### config.mk
export PLATFORM = sky130hd
export DESIGN_NAME = mgmt_xact_arb
export DESIGN_NICKNAME = d
export VERILOG_FILES = /design/src/rtl/mxa_pkg.sv /design/src/rtl/mxa_channel.sv /design/src/rtl/mxa_rr_sched.sv /design/src/rtl/mxa_irq.sv /design/src/rtl/mgmt_xact_arb.sv
export SDC_FILE = /design/constraint.sdc
export NUM_CORES = 1
export LEC_CHECK = 0
export ABC_AREA = 1
export ABC_CLOCK_PERIOD_IN_PS = 1570
export BUFFER_PORTS_ARGS = -buffer_cell sky130_fd_sc_hd__buf_4
export CORE_ASPECT_RATIO = 0.8
export CORE_UTILIZATION = 51
export CTS_BUF_LIST = sky130_fd_sc_hd__clkbuf_16
export CTS_CLUSTER_DIAMETER = 40
export DETAILED_ROUTE_END_ITERATION = 12
export PLACE_DENSITY = 0.81
export SYNTH_ARGS = -nofsm -noshare
export SYNTH_HDL_FRONTEND = slang
export SYNTH_SLANG_ARGS = --single-unit
### constraint.sdc
create_clock -name clk -period 1.57 [get_ports clk]
set_input_delay 0.314 -clock clk [delete_from_list [all_inputs] [get_ports clk]]
set_output_delay 0.314 -clock clk [all_outputs]
set_load 0.05 [all_outputs]
### src/rtl/mxa_pkg.sv
package mxa_pkg;
  localparam int DATA_W = 16;
  localparam int ADDR_W = 5;

  typedef struct packed {
    logic              wr;
    logic [ADDR_W-1:0] phy;
    logic [ADDR_W-1:0] regad;
    logic [DATA_W-1:0] data;
  } mxa_cmd_t;
endpackage

### src/rtl/mxa_channel.sv
module mxa_channel
  import mxa_pkg::*;
(
  input  logic              clk,
  input  logic              rst_n,
  input  logic              host_we,
  input  mxa_cmd_t          host_cmd,
  input  logic              host_go,
  input  logic              done_hit,
  input  logic [DATA_W-1:0] rdata,
  input  logic              rack,
  output logic              go,
  output logic              ack,
  output mxa_cmd_t          cmd
);
  // Completion only hits a channel whose go is set, and a host write to such
  // a channel is dropped, so the two branches never compete.
  always_ff @(posedge clk) begin
    if (!rst_n) begin
      go  <= 1'b0;
      ack <= 1'b0;
      cmd <= '0;
    end else if (done_hit) begin
      go <= 1'b0;
      if (!cmd.wr) begin
        cmd.data <= rdata;
        ack      <= rack;
      end
    end else if (host_we && !go) begin
      cmd <= host_cmd;
      go  <= host_go;
    end
  end
endmodule

### src/rtl/mxa_rr_sched.sv
module mxa_rr_sched #(
  parameter int NUM_CH = 2,
  localparam int CH_W = (NUM_CH > 1) ? $clog2(NUM_CH) : 1
) (
  input  logic              clk,
  input  logic              rst_n,
  input  logic [NUM_CH-1:0] go_vec,
  input  logic              poll_active,
  input  logic              eng_gnt,
  input  logic              eng_done,
  output logic              eng_req,
  output logic [CH_W-1:0]   sel_ch,
  output logic [CH_W-1:0]   act_ch,
  output logic              busy,
  output logic              xact_start,
  output logic              xact_done
);
  logic [CH_W-1:0] rr_ptr;

  function automatic logic [CH_W-1:0] rr_pick(input logic [NUM_CH-1:0] req,
                                              input logic [CH_W-1:0]   start);
    logic [CH_W-1:0] r;
    logic            found;
    int              idx;
    r     = start;
    found = 1'b0;
    for (int k = 0; k < NUM_CH; k++) begin
      idx = (int'(start) + k) % NUM_CH;
      if (!found && req[idx]) begin
        r     = CH_W'(idx);
        found = 1'b1;
      end
    end
    return r;
  endfunction

  function automatic logic [CH_W-1:0] rr_next(input logic [CH_W-1:0] c);
    return (int'(c) == NUM_CH - 1) ? '0 : c + 1'b1;
  endfunction

  assign sel_ch     = rr_pick(go_vec, rr_ptr);
  assign eng_req    = !busy && (|go_vec) && !poll_active;
  assign xact_start = eng_req && eng_gnt;
  assign xact_done  = busy && eng_done;

  always_ff @(posedge clk) begin
    if (!rst_n) begin
      busy   <= 1'b0;
      act_ch <= '0;
      rr_ptr <= '0;
    end else if (xact_start) begin
      busy   <= 1'b1;
      act_ch <= sel_ch;
      rr_ptr <= rr_next(sel_ch);
    end else if (xact_done) begin
      busy <= 1'b0;
    end
  end
endmodule

### src/rtl/mxa_irq.sv
module mxa_irq #(
  parameter int NUM_CH = 2
) (
  input  logic              clk,
  input  logic              rst_n,
  input  logic [NUM_CH-1:0] done_vec,
  input  logic [NUM_CH-1:0] raw_clr,
  input  logic [NUM_CH-1:0] mask_set,
  input  logic [NUM_CH-1:0] mask_clr,
  output logic [NUM_CH-1:0] raw,
  output logic [NUM_CH-1:0] mask,
  output logic [NUM_CH-1:0] masked
);
  function automatic logic [NUM_CH-1:0] raw_next(input logic [NUM_CH-1:0] cur,
                                                 input logic [NUM_CH-1:0] clr,
                                                 input logic [NUM_CH-1:0] hit);
    return (cur & ~clr) | hit;
  endfunction

  function automatic logic [NUM_CH-1:0] mask_next(input logic [NUM_CH-1:0] cur,
                                                  input logic [NUM_CH-1:0] s,
                                                  input logic [NUM_CH-1:0] c);
    return (cur | s) & ~c;
  endfunction

  always_ff @(posedge clk) begin
    if (!rst_n) begin
      raw  <= '0;
      mask <= '0;
    end else begin
      raw  <= raw_next(raw, raw_clr, done_vec);
      mask <= mask_next(mask, mask_set, mask_clr);
    end
  end

  assign masked = raw & mask;
endmodule

### src/rtl/mgmt_xact_arb.sv
module mgmt_xact_arb
  import mxa_pkg::*;
#(
  parameter int NUM_CH = 2,
  localparam int CH_W = (NUM_CH > 1) ? $clog2(NUM_CH) : 1
) (
  input  logic                     clk,
  input  logic                     rst_n,
  input  logic                     hst_wr_en,
  input  logic [CH_W-1:0]          hst_wr_ch,
  input  logic                     hst_wr_write,
  input  logic [ADDR_W-1:0]        hst_wr_phy,
  input  logic [ADDR_W-1:0]        hst_wr_reg,
  input  logic [DATA_W-1:0]        hst_wr_data,
  input  logic                     hst_wr_go,
  input  logic [NUM_CH-1:0]        int_raw_clr,
  input  logic [NUM_CH-1:0]        int_mask_set,
  input  logic [NUM_CH-1:0]        int_mask_clr,
  input  logic                     poll_active,
  input  logic                     eng_gnt,
  input  logic                     eng_done,
  input  logic [DATA_W-1:0]        eng_rdata,
  input  logic                     eng_ack,
  output logic                     eng_req,
  output logic                     eng_write,
  output logic [ADDR_W-1:0]        eng_phy,
  output logic [ADDR_W-1:0]        eng_reg,
  output logic [DATA_W-1:0]        eng_wdata,
  output logic [NUM_CH-1:0]        ch_go,
  output logic [NUM_CH-1:0]        ch_ack,
  output logic [NUM_CH*DATA_W-1:0] ch_data,
  output logic [NUM_CH-1:0]        int_raw,
  output logic [NUM_CH-1:0]        int_mask,
  output logic [NUM_CH-1:0]        int_masked
);
  mxa_cmd_t          cmd [NUM_CH];
  mxa_cmd_t          host_cmd;
  logic [CH_W-1:0]   sel_ch;
  logic [CH_W-1:0]   act_ch;
  logic              busy;
  logic              xact_start;
  logic              xact_done;
  logic [NUM_CH-1:0] done_vec;

  assign host_cmd = '{wr: hst_wr_write, phy: hst_wr_phy, regad: hst_wr_reg, data: hst_wr_data};

  for (genvar i = 0; i < NUM_CH; i++) begin : g_ch
    assign done_vec[i] = xact_done && (int'(act_ch) == i);

    mxa_channel u_ch (
      .clk      (clk),
      .rst_n    (rst_n),
      .host_we  (hst_wr_en && (int'(hst_wr_ch) == i)),
      .host_cmd (host_cmd),
      .host_go  (hst_wr_go),
      .done_hit (done_vec[i]),
      .rdata    (eng_rdata),
      .rack     (eng_ack),
      .go       (ch_go[i]),
      .ack      (ch_ack[i]),
      .cmd      (cmd[i])
    );

    assign ch_data[i*DATA_W +: DATA_W] = cmd[i].data;
  end

  mxa_rr_sched #(.NUM_CH(NUM_CH)) u_sched (
    .clk         (clk),
    .rst_n       (rst_n),
    .go_vec      (ch_go),
    .poll_active (poll_active),
    .eng_gnt     (eng_gnt),
    .eng_done    (eng_done),
    .eng_req     (eng_req),
    .sel_ch      (sel_ch),
    .act_ch      (act_ch),
    .busy        (busy),
    .xact_start  (xact_start),
    .xact_done   (xact_done)
  );

  assign eng_write = cmd[sel_ch].wr;
  assign eng_phy   = cmd[sel_ch].phy;
  assign eng_reg   = cmd[sel_ch].regad;
  assign eng_wdata = cmd[sel_ch].data;

  mxa_irq #(.NUM_CH(NUM_CH)) u_irq (
    .clk      (clk),
    .rst_n    (rst_n),
    .done_vec (done_vec),
    .raw_clr  (int_raw_clr),
    .mask_set (int_mask_set),
    .mask_clr (int_mask_clr),
    .raw      (int_raw),
    .mask     (int_mask),
    .masked   (int_masked)
  );
endmodule

==> impl_metrics.tcl <==
set metrics [dict create \
    start_util 0.531 \
    fin_nets 751 \
    syn_area_per_cell_um2 6.28 \
    cp.arrival_ns 1.59 \
    grt_pass1_wl_mm 18.1 \
    cts_hold_repair.buffers 0 \
    most-common-layout-cells "nand2_1, buf_4, nor2_1" \
    synth_fa_ha_area_frac 0 \
    diodes 0 \
    status "finished with violations" \
    power_frac_comb 0.319 \
    io_pins 128 \
    syn_nets 647 \
    grt_pass1_vias 3824 \
    yosysSeqAreaShare 0.352 \
    core_area_mm2 0.00696 \
    cp_max_fo 9 \
    synth_top_area_cell "dfxtp_1" \
    cts-buffers-inserted 9 \
    synthTopCellsByArea "dfxtp_1, nand2_1, nor2_1" \
    ys_types 23 \
    postSynth.asyncResetShare 0 \
    synth_top_area_share 0.352 \
    holdPathStages 2 \
    drive_gt1_frac 0.331 \
    slowest_stage "dfxtp_4" \
    tightest_slew_ns 0.384 \
    final_util 0.761 \
    synth-seq-cells 65 \
    cp-start-kind "flip-flop" \
    max-slew-margin-rel 0.743 \
    synth-compound-area-share 0.0904 \
    power_frac_seq 0.352 \
    cts_buffer_depth 2 \
    violations "negative setup slack" \
    cell_internal_pwr_mw 3.44 \
    critPathCaptureType "output port" \
    clockPowerShare 0.329 \
    tritoncts "done" \
    syn-cell-area_mm2 0.00370 \
    fin_cells 784 \
    via_count 4115 \
    ant_nets 0 \
    rsz0062_at_grt "yes" \
    yosysWarnings 0 \
    dp.cells 754 \
    htree_levels 3 \
    p_per_area_mw_per_mm2 994 \
    synth_top_family_by_area "simple AND/OR/NAND/NOR gates" \
    first_pass_iters 5 \
    vias_per_cell 5.25 \
    rows 27 \
    path_class "reg -> out" \
    antenna_found_initial 0 \
    die_h_um 78.1 \
    critical-path-max-stage-delay_ns 0.37 \
    whs_ns 0.142 \
    cts_root_buf "clkbuf_16" \
    vdd_drop_max_mv 0.572 \
    min_period_over_period 1.22 \
    min_period_ns 1.91 \
    grt_remaining_overflow 0 \
    swShare 0.347 \
    drv_slew 0 \
    numPortBuffers 127 \
    avgRoutedWirePerCell_um 14.8 \
    grtUsageTotal 0.297 \
    synth_cells 589 \
    grt_max_degree 47 \
    synth_top_flop_cell "dfxtp_1" \
    final_common_cell "nand2_1" \
    max_cap_viol_count 0 \
    rr_worst_depth 6 \
    layout_setup_ws_ns -0.338 \
    synth_xor_area_frac 0 \
    static-leakage-power_nw 2.73 \
    hold_violations 0 \
    die_area_mm2 0.00759 \
    final-setup-viol-count 29 \
    clock_skew_ns 0.00687 \
    synth-simple-area-share 0.387 \
    die_w_um 97.2 \
    cp.required_ns 1.26 \
    p_sw_mw 1.83 \
    gp_congestion 0.859 \
    power_mw 5.27 \
    min_path_type "in -> reg" \
    fmax_mhz 524 \
    clkTransAtPathRegs_ns 0.06 \
    clkLatencyLatePin_ns 0.33 \
    drt-initial-drc-count 284 \
    synthMuxAreaShare 0 \
    cts.sinks 65 \
    post-route-drc-count 0 \
    drt-total-wl_mm 11.6 \
    cp_cell_sequence "nor2_4 > a21oi_4 > buf_12 > buf_12 > buf_6 > o21ai_2 > buf_6" \
    synth_edf_count 0 \
    syn2layout_area_growth_pct 43.3 \
    hpwl_mm 7.51 \
]
==> repair_timing <==
action                                  CTS  global route
pin swaps                                 1             1
gates resized for setup                  54            20
cloned                                    1             3
setup buffers                             9             3
endpoints found under the setup margin   71            60
==> state kept, by name, indices dropped and copies added (netlist names) <==
signal,flops
g_ch.u_ch.go,2
u_irq.mask,2
u_irq.raw,2
u_sched.busy,1
g_ch.u_ch.ack,2
g_ch.u_ch.cmd,54
u_sched.rr_ptr,1
u_sched.act_ch,1
==> per-stage QoR <==
step	worst slack (ns)	area, um2	TNS (ns)
3_5_place_dp	-0.0630	4640	-1.27
4_1_cts	-0.300	5180	-7.33
3_3_place_gp	0.00463	4640	0
6_report	-0.338	5300	-7.75
5_1_grt	-0.386	5300	-9.23
2_1_floorplan	0.00636	3810	0
==> critical path: cells and delay by family, from the launching register on <==
kind            cells  cell delay, ns
compound gates      2            0.20
buf+inv             4            0.57
flops               1            0.37
simple gates        1            0.13
==> power by group through the flow <==
stage                     Clock [mW]  Combinational (mW)  Sequential, mW
after floorplan                    0                1.09            1.86
after global placement             0                1.44            1.87
after detailed placement           0                1.47            1.88
after CTS                       1.74                1.61            1.85
after global routing            1.83                1.78            1.87
final                           1.73                1.68            1.85
==> layer usage <==
layer	vias to the layer above	track usage	routed length [um]
li1	2015	-	-
met1	1845	0.359	4710
met2	218	0.496	5600
met3	37	0.0828	1000
met4	0	0.130	316
met5	-	0	0
==> synth_stat cells (2+ instances only) <==
library cell    n
buf_6           2
buf_4          41
nand3_1        38
o21ai_1         2
clkbuf_1        8
nand2_1       177
o21ai_0        40
a21oi_1        23
nor2_1        101
dfxtp_1        65
buf_2          17
inv_2           3
nor3_1          2
inv_1          44
nand4_1        16
nand2_4         3
==> cell type report <==
cell class                 instances  area [um2]
clock buffer                       9         225
clock inverter                     6        27.5
fill                             492        1660
inverter                          48         180
multi-input combinational        407        1950
sequential                        65        1310
tap                               87         109
timing repair buffer             162        1500
==> kinds of logic (layout without fill, tap and decap cells) <==
family                 Yosys count  count (layout)
AOI/OAI and AO/OA               66              66
buffers and inverters          117             225
DFF                             65              65
and+or+nand+nor                341             341
==> final timing paths <==
path / from / slack (ns) / end
max: g_ch[1].u_ch.go / -0.34 / eng_wdata[9]
min: int_mask_clr[0] / 0.14 / u_irq.mask[0]
max reg2reg: u_sched.busy / -0.02 / g_ch[0].u_ch.cmd[14]
min reg2reg: g_ch[1].u_ch.ack / 0.48 / g_ch[1].u_ch.ack
No activity file was read; power rests on OpenSTA's default activity.
